### config.mk
export PLATFORM = sky130hd
export DESIGN_NAME = wdt_seq_timer
export DESIGN_NICKNAME = d
export VERILOG_FILES = /design/src/rtl/wdt_seq_pkg.sv /design/src/rtl/wdt_post_slot.sv /design/src/rtl/wdt_key_fsm.sv /design/src/rtl/wdt_count_core.sv /design/src/rtl/wdt_seq_timer.sv
export SDC_FILE = /design/constraint.sdc
export NUM_CORES = 1
export LEC_CHECK = 0
export BUFFER_PORTS_ARGS = -buffer_cell sky130_fd_sc_hd__buf_2
export CORE_ASPECT_RATIO = 0.5
export CORE_MARGIN = 4
export CORE_UTILIZATION = 50
export DETAILED_ROUTE_END_ITERATION = 8
export GPL_TIMING_DRIVEN = 0
export PLACE_DENSITY_LB_ADDON = 0.3
export RECOVER_POWER = 100
export SLEW_MARGIN = 20
export SYNTH_ARGS = -nofsm -noshare
export SYNTH_HDL_FRONTEND = slang
export SYNTH_SLANG_ARGS = --single-unit
### constraint.sdc
create_clock -name clk -period 4.45 [get_ports clk]
set_clock_uncertainty 0.1 [all_clocks]
set_input_delay 0 -clock clk [delete_from_list [all_inputs] [get_ports clk]]
set_output_delay 0 -clock clk [all_outputs]
set_load 0.005 [all_outputs]
### src/rtl/wdt_seq_pkg.sv
// Package: shared register addresses, key words and pending-bit positions
// for the sequence-protected watchdog timer.
package wdt_seq_pkg;

    localparam int ADDR_W   = 3;
    localparam int RATIO_W  = 3;   // prescaler ratio field width (ctrl 4:2)
    localparam int NSLOT    = 4;   // posted-write slots

    typedef enum logic [ADDR_W-1:0] {
        A_REV    = 3'd0,
        A_SYSCFG = 3'd1,
        A_CTRL   = 3'd2,
        A_COUNT  = 3'd3,
        A_LOAD   = 3'd4,
        A_TRIG   = 3'd5,
        A_KEY    = 3'd6,
        A_PEND   = 3'd7
    } reg_addr_e;

    // Slot indices of the posted registers
    localparam int S_CTRL = 0;
    localparam int S_LOAD = 1;
    localparam int S_TRIG = 2;
    localparam int S_KEY  = 3;

    // Control field positions
    localparam int PRE_EN_BIT = 5;
    localparam int RATIO_LSB  = 2;

    // Key words
    localparam logic [15:0] KEY_RUN_A  = 16'hBBBB;
    localparam logic [15:0] KEY_RUN_B  = 16'h4444;
    localparam logic [15:0] KEY_STOP_A = 16'hAAAA;
    localparam logic [15:0] KEY_STOP_B = 16'h5555;

    // Bus address that each posted slot answers to
    function automatic logic [ADDR_W-1:0] slot_addr(input int idx);
        case (idx)
            S_CTRL:  return A_CTRL;
            S_LOAD:  return A_LOAD;
            S_TRIG:  return A_TRIG;
            default: return A_KEY;
        endcase
    endfunction

endpackage

### src/rtl/wdt_post_slot.sv
// Module: one posted-write slot. Captures a bus write while idle, raises
// busy, and on the next tick emits a one-cycle commit and frees itself.
// Assumes: a write arriving while busy is dropped, even on the commit edge.
module wdt_post_slot #(
    parameter int DATA_W = 32
) (
    input  logic              clk,
    input  logic              rst_n,
    input  logic              wr_hit,
    input  logic              tick_en,
    input  logic [DATA_W-1:0] wdata,
    output logic              busy,
    output logic              commit,
    output logic [DATA_W-1:0] shadow
);

    assign commit = busy & tick_en;

    // Hold the posted value until the tick applies it
    always_ff @(posedge clk) begin
        if (!rst_n) begin
            busy   <= 1'b0;
            shadow <= '0;
        end else if (commit) begin
            busy   <= 1'b0;
        end else if (wr_hit && !busy) begin
            busy   <= 1'b1;
            shadow <= wdata;
        end
    end

endmodule

### src/rtl/wdt_key_fsm.sv
// Module: run/stop key sequencer. A first word arms a direction; only the
// matching second word completes it. Any other word disarms.
// Assumes: words arrive as one-cycle commits; only bits 15:0 are compared.
module wdt_key_fsm
    import wdt_seq_pkg::*;
(
    input  logic        clk,
    input  logic        rst_n,
    input  logic        commit,
    input  logic [15:0] word,
    output logic        run
);

    typedef enum logic [1:0] {K_IDLE, K_ARM_RUN, K_ARM_STOP} key_state_e;
    key_state_e state_q;

    // Advance the sequence and the run flag on each committed key word
    always_ff @(posedge clk) begin
        if (!rst_n) begin
            state_q <= K_IDLE;
            run     <= 1'b0;
        end else if (commit) begin
            state_q <= K_IDLE;
            if (word == KEY_RUN_A) begin
                state_q <= K_ARM_RUN;
            end else if (word == KEY_STOP_A) begin
                state_q <= K_ARM_STOP;
            end else if (word == KEY_RUN_B && state_q == K_ARM_RUN) begin
                run <= 1'b1;
            end else if (word == KEY_STOP_B && state_q == K_ARM_STOP) begin
                run <= 1'b0;
            end
        end
    end

endmodule

### src/rtl/wdt_count_core.sv
// Module: prescaler and up-counter. Steps on ticks while running; a reload
// overrides the step; a step from all ones wraps and pulses wrap_pulse.
// Assumes: reload is already qualified by a tick.
module wdt_count_core #(
    parameter int CNT_W   = 32,
    parameter int RATIO_W = 3
) (
    input  logic               clk,
    input  logic               rst_n,
    input  logic               tick_en,
    input  logic               run,
    input  logic               pre_en,
    input  logic [RATIO_W-1:0] ratio,
    input  logic               reload,
    input  logic [CNT_W-1:0]   reload_val,
    output logic [CNT_W-1:0]   count,
    output logic               wrap_pulse
);

    localparam int DIV_W = (2 ** RATIO_W) - 1;

    logic [DIV_W-1:0] div_q;
    logic [DIV_W-1:0] div_lim;
    logic             div_done;
    logic             step;

    assign div_lim  = ~({DIV_W{1'b1}} << ratio);
    assign div_done = !pre_en || (div_q >= div_lim);
    assign step     = tick_en && run && div_done;

    // Prescaler: count ticks up to 2^ratio-1, idle at 0 when bypassed
    always_ff @(posedge clk) begin
        if (!rst_n)
            div_q <= '0;
        else if (tick_en && run)
            div_q <= div_done ? '0 : div_q + 1'b1;
    end

    // Counter with reload priority and wrap detection
    always_ff @(posedge clk) begin
        if (!rst_n) begin
            count      <= '0;
            wrap_pulse <= 1'b0;
        end else begin
            wrap_pulse <= step && !reload && (&count);
            if (reload)
                count <= reload_val;
            else if (step)
                count <= count + 1'b1;
        end
    end

endmodule

### src/rtl/wdt_seq_timer.sv
// Module: watchdog timer top. Decodes the register bus, routes posted writes
// through four slots, applies control/load/trigger on commit and reads back.
// Assumes: single clock; tick_en marks the slow-domain update instants.
module wdt_seq_timer
    import wdt_seq_pkg::*;
#(
    parameter int         DATA_W   = 32,
    parameter logic [7:0] REV_CODE = 8'h21
) (
    input  logic              clk,
    input  logic              rst_n,
    input  logic              bus_wr,
    input  logic [ADDR_W-1:0] bus_addr,
    input  logic [DATA_W-1:0] bus_wdata,
    output logic [DATA_W-1:0] bus_rdata,
    input  logic              tick_en,
    output logic              rst_req
);

    logic [NSLOT-1:0]  hit, busy, commit;
    logic [DATA_W-1:0] shadow [NSLOT];

    logic               pre_en_q;
    logic [RATIO_W-1:0] ratio_q;
    logic [DATA_W-1:0]  load_q;
    logic [DATA_W-1:0]  last_trig_q;
    logic               autogate_q;
    logic               run_q;
    logic [DATA_W-1:0]  count_q;
    logic [4:0]         pend_bits;
    logic               reload;
    logic [DATA_W-1:0]  reload_val;
    logic               unused_bits;

    generate
        for (genvar i = 0; i < NSLOT; i++) begin : g_slot
            assign hit[i] = bus_wr && (bus_addr == slot_addr(i));
            wdt_post_slot #(.DATA_W(DATA_W)) u_slot (
                .clk    (clk),
                .rst_n  (rst_n),
                .wr_hit (hit[i]),
                .tick_en(tick_en),
                .wdata  (bus_wdata),
                .busy   (busy[i]),
                .commit (commit[i]),
                .shadow (shadow[i])
            );
        end
    endgenerate

    assign pend_bits  = {busy[S_KEY], busy[S_TRIG], busy[S_LOAD], 1'b0, busy[S_CTRL]};
    assign reload_val = commit[S_LOAD] ? shadow[S_LOAD] : load_q;
    assign reload     = commit[S_TRIG] && (shadow[S_TRIG] != last_trig_q);
    assign unused_bits = ^{shadow[S_CTRL][DATA_W-1:PRE_EN_BIT+1],
                           shadow[S_CTRL][RATIO_LSB-1:0],
                           shadow[S_KEY][DATA_W-1:16]};

    // Apply committed control, load and trigger values
    always_ff @(posedge clk) begin
        if (!rst_n) begin
            pre_en_q    <= 1'b0;
            ratio_q     <= '0;
            load_q      <= '0;
            last_trig_q <= '0;
        end else begin
            if (commit[S_CTRL]) begin
                pre_en_q <= shadow[S_CTRL][PRE_EN_BIT];
                ratio_q  <= shadow[S_CTRL][RATIO_LSB +: RATIO_W];
            end
            if (commit[S_LOAD])
                load_q <= shadow[S_LOAD];
            if (commit[S_TRIG])
                last_trig_q <= shadow[S_TRIG];
        end
    end

    // Direct (non-posted) configuration bit
    always_ff @(posedge clk) begin
        if (!rst_n)
            autogate_q <= 1'b0;
        else if (bus_wr && bus_addr == A_SYSCFG)
            autogate_q <= bus_wdata[0];
    end

    wdt_key_fsm u_key (
        .clk   (clk),
        .rst_n (rst_n),
        .commit(commit[S_KEY]),
        .word  (shadow[S_KEY][15:0]),
        .run   (run_q)
    );

    wdt_count_core #(.CNT_W(DATA_W), .RATIO_W(RATIO_W)) u_core (
        .clk       (clk),
        .rst_n     (rst_n),
        .tick_en   (tick_en),
        .run       (run_q),
        .pre_en    (pre_en_q),
        .ratio     (ratio_q),
        .reload    (reload),
        .reload_val(reload_val),
        .count     (count_q),
        .wrap_pulse(rst_req)
    );

    // Register readback mux
    always_comb begin
        bus_rdata = '0;
        case (bus_addr)
            A_REV:    bus_rdata[7:0] = REV_CODE;
            A_SYSCFG: bus_rdata[0]   = autogate_q;
            A_CTRL: begin
                bus_rdata[PRE_EN_BIT]             = pre_en_q;
                bus_rdata[RATIO_LSB +: RATIO_W]   = ratio_q;
            end
            A_COUNT:  bus_rdata = count_q;
            A_LOAD:   bus_rdata = load_q;
            A_PEND:   bus_rdata[4:0] = pend_bits;
            default:  bus_rdata = '0;
        endcase
    end

endmodule

==> results of run 1 <==
==> how the worst min path moves through the flow <==
stage,end,cells past startpoint,startpoint,slack (ns)
floorplan,bus_rdata[0],1,bus_addr[1],-0.05
CTS,g_slot[1].u_slot.shadow[2],5,bus_addr[0],0.01
global route,g_slot[1].u_slot.shadow[2],5,bus_addr[0],0.07
detailed placement,g_slot[2].u_slot.shadow[29],3,bus_wdata[29],0.17
finish,g_slot[1].u_slot.shadow[1],5,bus_addr[0],0.03
global placement,g_slot[2].u_slot.shadow[29],3,bus_wdata[29],0.17
==> cell families after synthesis <==
family	share of synthesized area, %
AOI/OAI and AO/OA	15.1
buffers and inverters	3.54
xor gates and xnor gates	6.77
DFF	45.5
and+or+nand+nor	23.7
muxes	4.10
adders and majority gates	1.28
==> cells in the final DEF (no fill, tap or decap), types with 5 or more instances in the layout <==
master / count
sky130_fd_sc_hd__clkbuf_16: 17
sky130_fd_sc_hd__and3_1: 8
sky130_fd_sc_hd__nor2_1: 51
sky130_fd_sc_hd__nor4_1: 8
sky130_fd_sc_hd__a21oi_1: 135
sky130_fd_sc_hd__nor3_1: 16
sky130_fd_sc_hd__a22o_1: 27
sky130_fd_sc_hd__clkbuf_1: 89
sky130_fd_sc_hd__o21ai_0: 7
sky130_fd_sc_hd__xnor2_1: 46
sky130_fd_sc_hd__nand2_1: 290
sky130_fd_sc_hd__inv_1: 10
sky130_fd_sc_hd__nand2b_1: 7
sky130_fd_sc_hd__o211a_1: 24
sky130_fd_sc_hd__xor2_1: 22
sky130_fd_sc_hd__inv_8: 5
sky130_fd_sc_hd__nand3_1: 26
sky130_fd_sc_hd__dfxtp_1: 200
sky130_fd_sc_hd__nand4_1: 11
sky130_fd_sc_hd__buf_2: 45
sky130_fd_sc_hd__mux2i_1: 36
sky130_fd_sc_hd__dlygate4sd3_1: 38
sky130_fd_sc_hd__ha_1: 9
sky130_fd_sc_hd__a22oi_1: 5
==> synth_stat cells, drive strengths merged <==
cell type / instances / area, µm²
nand4b: 4 / 35.0
o211a: 24 / 240
xnor2: 46 / 403
and2: 1 / 6.26
xor2: 22 / 193
and4: 3 / 26.3
nor4: 10 / 103
o22ai: 4 / 25.0
nand2b: 7 / 43.8
clkbuf: 58 / 218
or4bb: 1 / 11.3
nand2: 292 / 1100
or3: 4 / 25.0
nor4bb: 2 / 20.0
a22oi: 5 / 37.5
buf: 9 / 56.3
nor2b: 3 / 18.8
nor4b: 6 / 77.6
a211oi: 4 / 42.5
a22o: 27 / 236
nand3: 26 / 130
dfxtp: 200 / 4000
and3: 8 / 50.1
nor3: 19 / 116
a31oi: 1 / 6.26
nor3b: 4 / 35.0
a221oi: 1 / 8.76
o21ai: 11 / 55.1
a21oi: 135 / 676
nand3b: 2 / 15.0
inv: 10 / 37.5
ha: 9 / 113
nor2: 51 / 191
nand4: 12 / 81.3
mux2i: 36 / 360
==> power breakdown <==
group | internal (µW) | leakage [µW] | total, µW | switching, µW
clock network | 873 | 0.000299 | 1640 | 764
logic | 75.0 | 0.00214 | 201 | 126
registers | 1810 | 0.00161 | 1830 | 22.0
==> routing by layer <==
metal / GRT usage (%) / routed length [µm] / vias to the layer above
li1: - / - / 3855
met1: 35.0 / 11500 / 3778
met2: 40.0 / 11200 / 282
met3: 6.18 / 2150 / 56
met4: 7.45 / 465 / 0
met5: 0 / 0 / -
==> sequential cells by signal, summed over array words and instances, names as in the netlist, 2 cells and up <==
register and flops:
ratio_q 3, u_key.state_q 2, g_slot.u_slot.shadow 84, u_core.count 32, g_slot.u_slot.busy 4, last_trig_q 32
u_core.div_q 7, load_q 32
==> worst reg2reg max path, stage by stage, from the launching register on <==
cell	delay, ns
sky130_fd_sc_hd__dfxtp_1	0.32
sky130_fd_sc_hd__clkbuf_1	0.34
sky130_fd_sc_hd__o21ai_0	0.16
sky130_fd_sc_hd__ha_1	0.31
sky130_fd_sc_hd__a21oi_1	0.16
sky130_fd_sc_hd__nor3_2	0.05
sky130_fd_sc_hd__a211oi_1	1.04
sky130_fd_sc_hd__buf_2	0.42
sky130_fd_sc_hd__nor2_1	0.10
sky130_fd_sc_hd__xor2_1	0.15
sky130_fd_sc_hd__o211a_1	0.21
==> through the flow <==
step / power, µW / utilization (%) / hold slack (ns)
after floorplan: 1960 / - / -0.0467
after global placement: 2040 / 56.1 / 0.167
after detailed placement: 2040 / 56.1 / 0.169
after CTS: 3670 / 62.1 / 0.0149
after global routing: 3770 / 61.5 / 0.0690
final: 3670 / 61.5 / 0.0310
==> final cells by class <==
class	count	area, µm²
Buffer	67	274
Clock buffer	18	439
Clock inverter	14	183
Fill cell	1386	6460
Inverter	10	37.5
Multi-Input combinational cell	780	4430
Sequential cell	200	4000
Tap cell	227	284
Timing Repair Buffer	108	693
==> what timing repair did <==
item	CTS	global route
setup endpoints to repair	0	0
hold buffers	38	0
hold endpoints to repair	93	0
==> impl_summary.txt, run 1 <==
----------------------------------------------------
[Clocking]
  Inserted Clock Buffers ... 17
  Buffer levels on the longest clock path ... 2
  CTS tree ... yes
  Post-CTS setup buffer count ... 0
  H-Tree Depth ... 4
  Sink Count ... 200
  Cell chosen for the clock root ... sky130_fd_sc_hd__clkbuf_16
  Clock latency reported for the late side of the worst-skew pair ... 0.44 ns
  Clock transition at the registers of the reported paths ... 0.08 ns
  Total of cells resized after clock tree synthesis ... 0

[Worst hold path]
  Hold WC Path Type ... primary input to flip-flop

[Global route]
  Residual overflow from global routing ... 0
  Global-route wire length before repair ... 39.9 mm
  Via count of the first global-routing pass ... 7,572
  Antenna violations before repair ... 0
  Maximum number of pins on one net before global-route repair ... 20
  Total GRT Usage ... 25.4%

[Worst setup path]
  Critical Path Start Type ... flip-flop
  Number of cells on the worst reg-to-reg path ... 10
  Critical path endpoint category ... flip-flop
  CP top delay family ... compound AO/OA/AOI/OAI gates
  Logic depth of the worst setup path including buffers ... 10
  Flop-to-flop setup slack ... 0.99 ns
  Slowest stage cell on the critical path ... sky130_fd_sc_hd__a211oi_1
  Worst-path cell chain ... clkbuf_1 -> o21ai_0 -> ha_1 -> a21oi_1 -> nor3_2 -> a211oi_1 -> buf_2 -> nor2_1 -> xor2_1 -> o211a_1
  Largest stage delay on the critical path ... 1.04 ns
  Crit path buf inv count ... 2
  Worst path required time ... 4.68 ns
  Crit path max fanout ... 10
  Critical Path AT ... 3.70 ns
  Critical path start-end classification ... flip-flop to flip-flop
  Reg2Reg Launch Point ... ratio_q[2]
  Worst setup endpoint ... u_core.count[23]
  Crit path from ... ratio_q[2]
  Reg-to-Reg End ... u_core.count[23]

[Placement]
  Number of input and output port buffers inserted ... 70
  Placed instance area ... 9430 µm²
  HPWL Detailed ... 18.0 mm
  Placed cell count ... 1,354
  Final RePlAce weighted congestion ... 0.900
  Place WS ... 1.61 ns

[Floorplanning]
  Number of top-level pins ... 72
  Y dimension of the die ... 102 µm
  Starting density of the core ... 52.4%
  Site Rows ... 33
  Total Die Area ... 19,900 µm²
  Die span in x ... 196 µm
  Placeable Area ... 16,800 µm²

[Cells and area]
  Fraction of final layout cells with drive strength greater than 1 ... 7.52%
  Total non-filler cell area in the finished layout ... 10,300 µm²
  Post-route non-filler standard cell count ... 1,424
  Number of inserted diodes ... 0
  Area growth syn-to-layout ... 17.5%
  Post-layout nets ... 1,232

[STA]
  Setup violators final ... 0
  Crit path setup slack, layout ... 0.988 ns
  Fin crit share ... 77.8%
  TNS Setup ... 0 ns
  Final hold violation count ... 0
  Time the worst path needs with I/O delays and setup ... 3.46 ns
  Unrepaired setup endpoints after global routing ... no
  Slew headroom ... 12.6%
  Highest achievable clock rate ... 289 MHz
  Final count of pins violating max slew ... 0
  Slew at the pin closest to its max-slew limit ... 1.30 ns

[Routing]
  Detailed Route WL ... 25.3 mm
  Routed wire per std cell ... 17.8 µm
  Overall via count from detail_route ... 7,971
  # DRC ... 0
  DRC violation total after the first TritonRoute iteration ... 805
  Number of antenna-violating nets in the routed design ... 0
  Detailed Routing Iterations Pass 1 ... 5
  Post-DR vias/cell ... 5.60

[Power and ir drop]
  PD cells ... 355 nW/µm²
  Standby leakage power ... 0.00406 µW
  Worst IR Drop VDD ... 0.272 mV

[Logic synthesis]
  Syn Area/Cell ... 8.32 µm²
  Number of synthesized register bits ... 200
  Synth Net Count ... 1,105
  Number of distinct library cells after synthesis ... 48
  Area of the mapped netlist ... 8800 µm²
  Sequential fraction of the synthesis area ... 45.5%
  Number of warnings reported in the yosys synthesis log ... 0
  Count of mapped cells out of synthesis ... 1,057

[Job]
  Number of max-cap violations ... 0

[Outcome]
  Outcome ... finished, final reports clean

----------------------------------------------------
No activity file was read; power rests on OpenSTA's default activity.
==> inputs of run 2 (changes only) <==
==> constraint.sdc (replaced) <==
create_clock -name clk -period 3.5 [get_ports clk]
set_clock_uncertainty 0.1 [all_clocks]
set_input_delay 0 -clock clk [delete_from_list [all_inputs] [get_ports clk]]
set_output_delay 0 -clock clk [all_outputs]
set_load 0.005 [all_outputs]
==> run 2 against run 1 <==
Flip-flop and latch count unchanged. Setup slack got worse by 0.58 ns. Core utilization decreased by 0.082 points. Non-clock buffer count is the same. Worst hold slack got worse by 0.0035 ns. Register-to-register slack got worse by 0.58 ns. Wire length rose by 0.12%. Via count up 1.2%. Final cell count unchanged. Sequential power is 27% higher. Sequential share of layout area rose by 0.051 points. Maximum frequency grew 12%.
==> impl_summary.txt, run 2 (synthesis gave the netlist of run 1 again) <==
----------------------------------------------------
[Cells and area]
  Largest register by flop count ... g_slot.u_slot.shadow (unchanged)
  Top library cells by usage in the layout, fill and taps aside ... sky130_fd_sc_hd__nand2_1, sky130_fd_sc_hd__dfxtp_1, sky130_fd_sc_hd__a21oi_1, sky130_fd_sc_hd__clkbuf_1, sky130_fd_sc_hd__nor2_1 (unchanged)
  Total non-filler cell area in the finished layout ... 10,300 µm² (about the same)
  Number of flip-flops under the largest register name ... 84 (unchanged)
  Fraction of final layout cells with drive strength greater than 1 ... 7.18% (was 7.52%)
  Area growth syn-to-layout ... 17.4% (was 17.5%)
  Most common cell after layout, fill and taps aside ... sky130_fd_sc_hd__nand2_1 (unchanged)
  Number of inserted diodes ... 0 (unchanged)
  Post-route non-filler standard cell count ... 1,424 (unchanged)
  Post-layout nets ... 1,232 (unchanged)

[Global route]
  Global-route wire length before repair ... 39.9 mm (unchanged)
  Total GRT Usage ... 25.4% (unchanged)
  Maximum number of pins on one net before global-route repair ... 20 (unchanged)
  Residual overflow from global routing ... 0 (unchanged)
  Antenna violations before repair ... 0 (unchanged)
  Via count of the first global-routing pass ... 7,572 (unchanged)

[Worst setup path]
  Worst path required time ... 3.72 ns (was 4.68 ns)
  Slowest stage cell on the critical path ... sky130_fd_sc_hd__clkbuf_1 (was sky130_fd_sc_hd__a211oi_1)
  Crit path max fanout ... 10 (unchanged)
  Crit path buf inv count ... 2 (unchanged)
  Worst-path cell chain ... clkbuf_1 -> or3_1 -> ha_1 -> nor2b_1 -> o21ai_1 -> a211oi_4 -> clkbuf_1 -> nor3_1 -> xor2_1 -> o211a_1 (was clkbuf_1 -> o21ai_0 -> ha_1 -> a21oi_1 -> nor3_2 -> a211oi_1 -> buf_2 -> nor2_1 -> xor2_1 -> o211a_1)
  Critical path start-end classification ... flip-flop to flip-flop (unchanged)
  Critical Path AT ... 3.31 ns (was 3.70 ns)
  Critical Path Start Type ... flip-flop (unchanged)
  Most frequent CP cell ... sky130_fd_sc_hd__clkbuf_1
  Critical path endpoint category ... flip-flop (unchanged)
  Largest stage delay on the critical path ... 0.47 ns (was 1.04 ns)
  CP top delay family ... compound AO/OA/AOI/OAI gates (unchanged)

[Routing]
  Detailed Routing Iterations Pass 1 ... 6 (was 5)
  Overall via count from detail_route ... 8,064 (was 7,971)
  DRC violation total after the first TritonRoute iteration ... 707 (was 805)
  Routed wire per std cell ... 17.8 µm (about the same)
  # DRC ... 0 (unchanged)
  Post-DR vias/cell ... 5.66 (was 5.60)
  Detailed Route WL ... 25.3 mm (about the same)
  Number of antenna-violating nets in the routed design ... 0 (unchanged)

[Job]
  Number of max-cap violations ... 0 (unchanged)

[Placement]
  HPWL Detailed ... 18.0 mm (unchanged)
  Final RePlAce weighted congestion ... 0.900 (unchanged)
  Placed cell count ... 1,354 (unchanged)
  Placed instance area ... 9430 µm² (unchanged)
  Number of input and output port buffers inserted ... 70 (unchanged)

[STA]
  Setup violators final ... 0 (unchanged)
  Final hold violation count ... 0 (unchanged)
  Slew at the pin closest to its max-slew limit ... 1.03 ns (was 1.30 ns)
  TNS Setup ... 0 ns (unchanged)
  Final count of pins violating max slew ... 0 (unchanged)
  Fin crit share ... 88.3% (was 77.8%)
  Unrepaired setup endpoints after global routing ... no (unchanged)
  Slew headroom ... 31.0% (was 12.6%)
  Time the worst path needs with I/O delays and setup ... 3.09 ns (was 3.46 ns)
  Highest achievable clock rate ... 324 MHz (was 289 MHz)

[Floorplanning]
  Total Die Area ... 19,900 µm² (unchanged)
  Starting density of the core ... 52.4% (unchanged)
  Site Rows ... 33 (unchanged)
  Y dimension of the die ... 102 µm (unchanged)
  Placeable Area ... 16,800 µm² (unchanged)
  Die span in x ... 196 µm (unchanged)
  Number of top-level pins ... 72 (unchanged)

[Clocking]
  Clock latency reported for the late side of the worst-skew pair ... 0.44 ns (about the same)
  Inserted Clock Buffers ... 17 (unchanged)
  Sink Count ... 200 (unchanged)
  Buffer levels on the longest clock path ... 2 (unchanged)
  Clock transition at the registers of the reported paths ... 0.07 ns (was 0.08 ns)
  Total of cells resized after clock tree synthesis ... 0 (unchanged)
  Cell chosen for the clock root ... sky130_fd_sc_hd__clkbuf_16 (unchanged)
  CTS tree ... yes (unchanged)
  H-Tree Depth ... 4 (unchanged)

[Power and ir drop]
  Standby leakage power ... 0.00406 µW (about the same)
  Worst IR Drop VDD ... 0.345 mV (was 0.272 mV)
  PD cells ... 451 nW/µm² (was 355 nW/µm²)

[Worst hold path]
  Hold WC Path Type ... primary input to flip-flop (unchanged)

[Outcome]
  Outcome ... finished, final reports clean (unchanged)

----------------------------------------------------
==> run 2: where the power goes <==
group | switching [µW] | internal (µW) | total [µW]
registers | 28.2 | 2300 | 2330
clock network | 966 | 1110 | 2080
logic | 160 | 95.3 | 256
total | 1150 | 3510 | 4660
==> run 2: timing repair <==
action	4_1_cts	5_1_grt
buffers inserted	0	0
hold buffers	38	0
endpoints found under the hold margin	93	0
endpoints found under the setup margin	0	0
==> run 2: worst min-delay path: cells and delay by family <==
| family | cells | cell delay [ns] |
|---|---|---|
| buffers and inverters | 2 | 0.29 |
| and+or+nand+nor | 2 | 0.17 |
| AOI/OAI and AO/OA | 1 | 0.05 |
==> run 2: path summary, 6_finish.rpt <==
kind	slack (ns)	start	cells after the start	end
hold / removal	0.03	bus_addr[0]	5	g_slot[1].u_slot.shadow[2]
setup reg to reg	0.41	ratio_q[2]	10	u_core.count[28]
hold reg to reg	0.36	g_slot[1].u_slot.shadow[30]	2	g_slot[1].u_slot.shadow[30]
setup / recovery	0.41	ratio_q[2]	10	u_core.count[28]
==> run 2: area by class of cell <==
| type | count | area (µm²) |
|---|---|---|
| plain buffers | 67 | 265 |
| clock buffers | 18 | 439 |
| clock inverters | 14 | 183 |
| fillers | 1385 | 6480 |
| inverters | 10 | 37.5 |
| multi-input cells | 780 | 4420 |
| flip-flops and latches | 200 | 4000 |
| well taps | 227 | 284 |
| repair buffers | 108 | 693 |
==> run 2: per-layer routing <==
metal | GRT usage [%] | up-vias | routed length (µm)
met5 | 0 | - | 0
li1 | - | 3854 | -
met3 | 6.18 | 66 | 2320
met1 | 35.0 | 3810 | 11300
met4 | 7.45 | 0 | 504
met2 | 40.0 | 334 | 11200
==> run 2: stage by stage <==
step | power (µW) | setup slack (ns) | util (%) | hold slack [ns]
CTS | 4670 | 0.639 | 62.1 | 0.0149
global placement | 2590 | 0.694 | 56.1 | 0.167
finish | 4660 | 0.409 | 61.4 | 0.0275
detailed placement | 2600 | 0.660 | 56.1 | 0.169
floorplan | 2500 | 1.05 | - | -0.0467
global route | 4800 | 0.253 | 61.4 | 0.0690
